**src/rtl/adder_bist.sv**
```systemverilog
module adder_bist #(
  parameter int             OP_W     = 4,
  parameter int             GEN_TAP  = 3,
  parameter logic [8:0]     SEED     = 9'h1FF,
  parameter logic [3:0]     EXP_SIG  = 4'h0
) (
  input  logic            clk,
  input  logic            rst_n,
  input  logic            start,
  output logic [OP_W-1:0] signature,
  output logic            done,
  output logic            pass
);

  localparam int GEN_W   = 2 * OP_W + 1;
  localparam int SIG_W   = OP_W;
  localparam int RUN_LEN = (1 << GEN_W) - 1;
  localparam logic [GEN_W-1:0] LAST_CNT = GEN_W'(RUN_LEN - 1);

  // one-hot controller; idle is stored inverted so a cleared flop means Idle
  logic idle_n_q, seed_q, run_q, done_q;
  logic idle;
  assign idle = ~idle_n_q;

  logic [GEN_W-1:0] gen_q, cnt_q;
  logic [SIG_W-1:0] sig_q;
  logic             last;
  assign last = (cnt_q == LAST_CNT);

  // ripple-carry adder fed by the generator
  logic [OP_W-1:0] op_a, op_b, sum;
  logic [OP_W:0]   carry;
  assign op_a     = gen_q[OP_W-1:0];
  assign op_b     = gen_q[2*OP_W-1:OP_W];
  assign carry[0] = gen_q[GEN_W-1];

  for (genvar i = 0; i < OP_W; i++) begin : g_fa
    assign sum[i]     = op_a[i] ^ op_b[i] ^ carry[i];
    assign carry[i+1] = (op_a[i] & op_b[i]) | (carry[i] & (op_a[i] ^ op_b[i]));
  end

  logic [SIG_W-1:0] sig_in, sig_shift;
  assign sig_in    = sum ^ {{(SIG_W-1){1'b0}}, carry[OP_W]};
  assign sig_shift = {sig_q[SIG_W-2:0], sig_q[SIG_W-1] ^ sig_q[0]};

  logic idle_nxt, seed_nxt, run_nxt, done_nxt;
  assign idle_nxt = (idle & ~start) | (done_q & start);
  assign seed_nxt = idle & start & ~done_q;
  assign run_nxt  = ~done_q & (seed_q | (run_q & ~last));
  assign done_nxt = (run_q & last) | (done_q & ~start);

  always_ff @(posedge clk or negedge rst_n) begin
    if (!rst_n) begin
      idle_n_q <= 1'b0;
      seed_q   <= 1'b0;
      run_q    <= 1'b0;
      done_q   <= 1'b0;
    end else begin
      idle_n_q <= ~idle_nxt;
      seed_q   <= seed_nxt;
      run_q    <= run_nxt;
      done_q   <= done_nxt;
    end
  end

  always_ff @(posedge clk or negedge rst_n) begin
    if (!rst_n) begin
      gen_q <= '0;
      cnt_q <= '0;
      sig_q <= '0;
    end else if (seed_q) begin
      gen_q <= SEED[GEN_W-1:0];
      cnt_q <= '0;
      sig_q <= '0;
    end else if (run_q) begin
      gen_q <= {gen_q[GEN_W-2:0], gen_q[GEN_W-1] ^ gen_q[GEN_TAP]};
      cnt_q <= cnt_q + 1'b1;
      sig_q <= sig_shift ^ sig_in;
    end
  end

  assign signature = sig_q;
  assign done      = done_q;
  assign pass      = done_q & (sig_q == EXP_SIG[SIG_W-1:0]);

  assert_onehot_R10: assert property (@(posedge clk) disable iff (!rst_n)
    $countones({idle, seed_q, run_q, done_q}) == 1);

  assert_done_clears_R10: assert property (@(posedge clk) disable iff (!rst_n)
    done_q |=> (!seed_q && !run_q));

  assert_seed_to_run_R2: assert property (@(posedge clk) disable iff (!rst_n)
    seed_q |=> (run_q && cnt_q == '0 && sig_q == '0));

  assert_run_holds_R2: assert property (@(posedge clk) disable iff (!rst_n)
    (run_q && !last) |=> run_q);

  assert_gen_nonzero_R3: assert property (@(posedge clk) disable iff (!rst_n)
    run_q |-> (gen_q != '0));

  assert_frozen_R6: assert property (@(posedge clk) disable iff (!rst_n)
    (done_q || idle) |=> $stable(sig_q));

  assert_pass_R7: assert property (@(posedge clk) disable iff (!rst_n)
    pass |-> done_q);

endmodule

```
**config.mk**
```make
export PLATFORM = sky130hd
export DESIGN_NAME = adder_bist
export DESIGN_NICKNAME = d
export VERILOG_FILES = /design/src/rtl/adder_bist.sv
export SDC_FILE = /design/constraint.sdc
export NUM_CORES = 1
export LEC_CHECK = 0
export ABC_AREA = 1
export ABC_CLOCK_PERIOD_IN_PS = 3500
export BUFFER_PORTS_ARGS = -buffer_cell sky130_fd_sc_hd__buf_2
export CORE_MARGIN = 3
export CORE_UTILIZATION = 58
export DETAILED_ROUTE_END_ITERATION = 7
export HOLD_SLACK_MARGIN = 0.1
export PLACE_DENSITY = 0.77
export SLEW_MARGIN = 5
export SYNTH_ARGS = -nofsm -noshare
export SYNTH_HDL_FRONTEND = slang
export SYNTH_SLANG_ARGS = --single-unit
```
**constraint.sdc**
```tcl
create_clock -name clk -period 3.5 [get_ports clk]
set_input_delay 0.7 -clock clk [delete_from_list [all_inputs] [get_ports clk]]
set_output_delay 0.7 -clock clk [all_outputs]
set_load 0.01 [all_outputs]
```
==> results_dict.tcl <==
set metrics [dict create \
    die_w_um 54.2 \
    worstSkewPairLatency_ns 0.31 \
    p_sw_share_pct 39.3 \
    setup_viol 0 \
    place_inst 179 \
    netlist_top_cells_count "nand2_1 (27), dfrtp_1 (26), inv_1 (21)" \
    power_density_nw_per_um2 731 \
    dieArea_um2 2940 \
    seq_power_share_pct 48.2 \
    clock_skew_ns 0.00516 \
    gp_congestion 0.796 \
    start_util_pct 64.8 \
    antenna_left 0 \
    fillers 164 \
    multi_input_area_um2 594 \
    finalSetupTns_ns 0 \
    core_area_um2 2080 \
    post_cts_buffers 0 \
    num_vias 973 \
    ctsHoldBuffers 0 \
    combPwrFrac_pct 40.0 \
    grt_setup_unrepaired "false" \
    grt_overflow_total 0 \
    ys_warn_count 0 \
    cts_resized 0 \
    syn_inst 146 \
    syn_nets 155 \
    placed_area_um2 1410 \
    drive_gt1_share_pct 13.5 \
    dpl.hpwl_um 1840 \
    grt_pass1_wl_um 4250 \
    p_total_mw 1.04 \
    fin_cells 182 \
    power_leakage_nw 0.667 \
    max_freq_ghz 0.383 \
    final_net_count 166 \
    cts.clk_slew.worst_paths_ns 0.13 \
    grt_pass1_vias 997 \
    startpoint "gen_q[0]$_DFFE_PN0P_" \
    async_flop_share_pct 100 \
    viasPerCell 5.35 \
    clkSinkCount 26 \
    crit_path_start_kind "flip-flop" \
    crit_type "reg2reg" \
    synth_cell_types 26 \
    slew_headroom_pct 61.7 \
    ys.flop_type "dfrtp_1" \
    wl_um 2430 \
    cts.path.max_buffers 2 \
    synth_area_leaders "dfrtp_1 (48%), nand2_1 (7.5%), fa_1 (5.9%), inv_1 (5.8%), a21oi_1 (4.4%)" \
    cts_tree "done" \
    synth-seq-cells 26 \
    intPower_mw 0.633 \
    hold_path.class "in2async" \
    synth_top_area_share_pct 48.2 \
    regArea_um2 651 \
    power.share.clock_pct 11.8 \
    cp.arrival_ns 2.84 \
    drt_iter0_markers 20 \
    num_rows 16 \
    outcome "complete, no violations" \
    port_buffers 8 \
    antennaDiodeCount 0 \
    post-route-period-util_pct 74.5 \
    track_usage_pct 20.0 \
    r2r-start "gen_q[0]$_DFFE_PN0P_" \
    fin_area_um2 1430 \
    drc 0 \
    switching_power_mw 0.410 \
    final_max_slew_viol_count 0 \
    synth_top_cell_by_area "dfrtp_1" \
    end_kind "flip-flop" \
    numCtsBuffers 3 \
    drv_cap 0 \
    wl_per_cell_um 13.4 \
    area_delta_synth_final_pct 5.75 \
    firstDrtPassIters 4 \
    yosys.cell_count.top_type "nand2_1" \
    antenna_found_initial 0 \
    hold_violations 0 \
    avgSynthCellArea_um2 9.25 \
    worst_pin_slew_ns 0.574 \
    path_max_fanout 3 \
    final_util_pct 68.6 \
    syn_area_um2 1350 \
    fin_crit_ns 2.61 \
    synth_edf_count 0 \
    die_h_um 54.2 \
    ir_drop_v 0.000406 \
    grt_max_degree 27 \
    required_ns 3.74 \
    io_pins 9 \
    h-tree-depth 1 \
    ys_seq_area_share_pct 48.2 \
    root_buffer "clkbuf_4" \
]
worst max-delay path, stage by stage, from the launching register on:
cell and delay, ns:
dfrtp_1 0.44, fa_1 0.45, fa_1 0.40, fa_1 0.40, fa_1 0.39, xor2_1 0.18
nand2_1 0.08, nand2_1 0.04, o21ai_0 0.16
registers in the layout, summed over array words and instances, names as in the netlist, named ones only:
| signal | count |
|---|---|
| cnt_q | 9 |
| run_q | 1 |
| signature | 4 |
| gen_q | 9 |
| seed_q | 1 |
| done | 1 |
per-stage QoR:
stage | worst slack (ns) | hold WS, ns
final | 0.892 | 0.363
after detailed placement | 0.937 | 0.412
after global placement | 1.00 | 0.405
after floorplan | 1.07 | 0.401
after CTS | 0.910 | 0.377
after global routing | 0.799 | 0.386
layout by cell type (no fill, tap or decap):
master / Yosys / final
xor2_1: 2 / 2
nand3_2: 1 / 1
o21ai_0: 11 / 11
buf_2: 0 / 8
inv_1: 21 / 21
nand3_1: 3 / 3
inv_2: 1 / 1
dfrtp_1: 26 / 26
nor2_4: 1 / 1
clkinv_1: 1 / 1
clkbuf_4: 0 / 3
xnor2_1: 3 / 3
nor2_2: 3 / 3
fa_1: 4 / 4
nor2_1: 12 / 12
a21oi_1: 12 / 12
nand2_1: 27 / 27
o22ai_1: 3 / 3
nor3_1: 1 / 1
nand3b_1: 1 / 1
o21ai_1: 2 / 2
o211ai_1: 2 / 2
nor2_8: 3 / 3
ha_1: 2 / 2
nand4_1: 1 / 1
nand2_2: 1 / 1
layout make-up:
type,instances,area share [%]
Inverter,23,6.05
Sequential cell,26,45.6
Tap cell,27,2.37
Clock buffer,3,1.58
Timing Repair Buffer,8,2.80
Multi-Input combinational cell,95,41.6
power by group through the flow:
stage / Clock [mW] / Combinational [mW] / Sequential [mW]
after CTS: 0.126 / 0.419 / 0.504
after detailed placement: 0 / 0.418 / 0.510
final: 0.123 / 0.417 / 0.503
after global routing: 0.139 / 0.479 / 0.518
after global placement: 0 / 0.404 / 0.503
after floorplan: 0 / 0.324 / 0.493
per-layer routing:
layer | global-route usage [%] | share of wire [%] | wire (um) | vias to the layer above
met2 | 31.5 | 46 | 1110 | 12
met1 | 29.3 | 50 | 1220 | 475
met4 | 4.98 | 0.82 | 20 | 0
met3 | 2.45 | 3.4 | 82 | 4
li1 | - | - | - | 482
met5 | 0 | 0 | 0 | -
logic make-up after synthesis:
family	count (synthesis)	synth area share, %
buf+inv	25	7.78
xor+xnor	5	3.24
fa+ha+maj	6	7.78
flops	26	48.2
compound gates	30	11.8
simple gates	54	21.2
path summary, 6_finish.rpt:
kind | to | slack [ns] | cells past startpoint
worst min register to register | seed_q$_DFF_PN0_ | 0.43 | 1
max in group asynchronous | cnt_q[6]$_DFFE_PN0P_ | 2.76 | 1
worst max register to register | signature[0]$_DFFE_PN0P_ | 0.89 | 8
worst min-delay path | gen_q[2]$_DFFE_PN0P_ | 0.36 | 1
min in group clk | seed_q$_DFF_PN0_ | 0.43 | 1
worst max-delay path | signature[0]$_DFFE_PN0P_ | 0.89 | 8
Note: power is estimated with default switching activity, not from simulation.
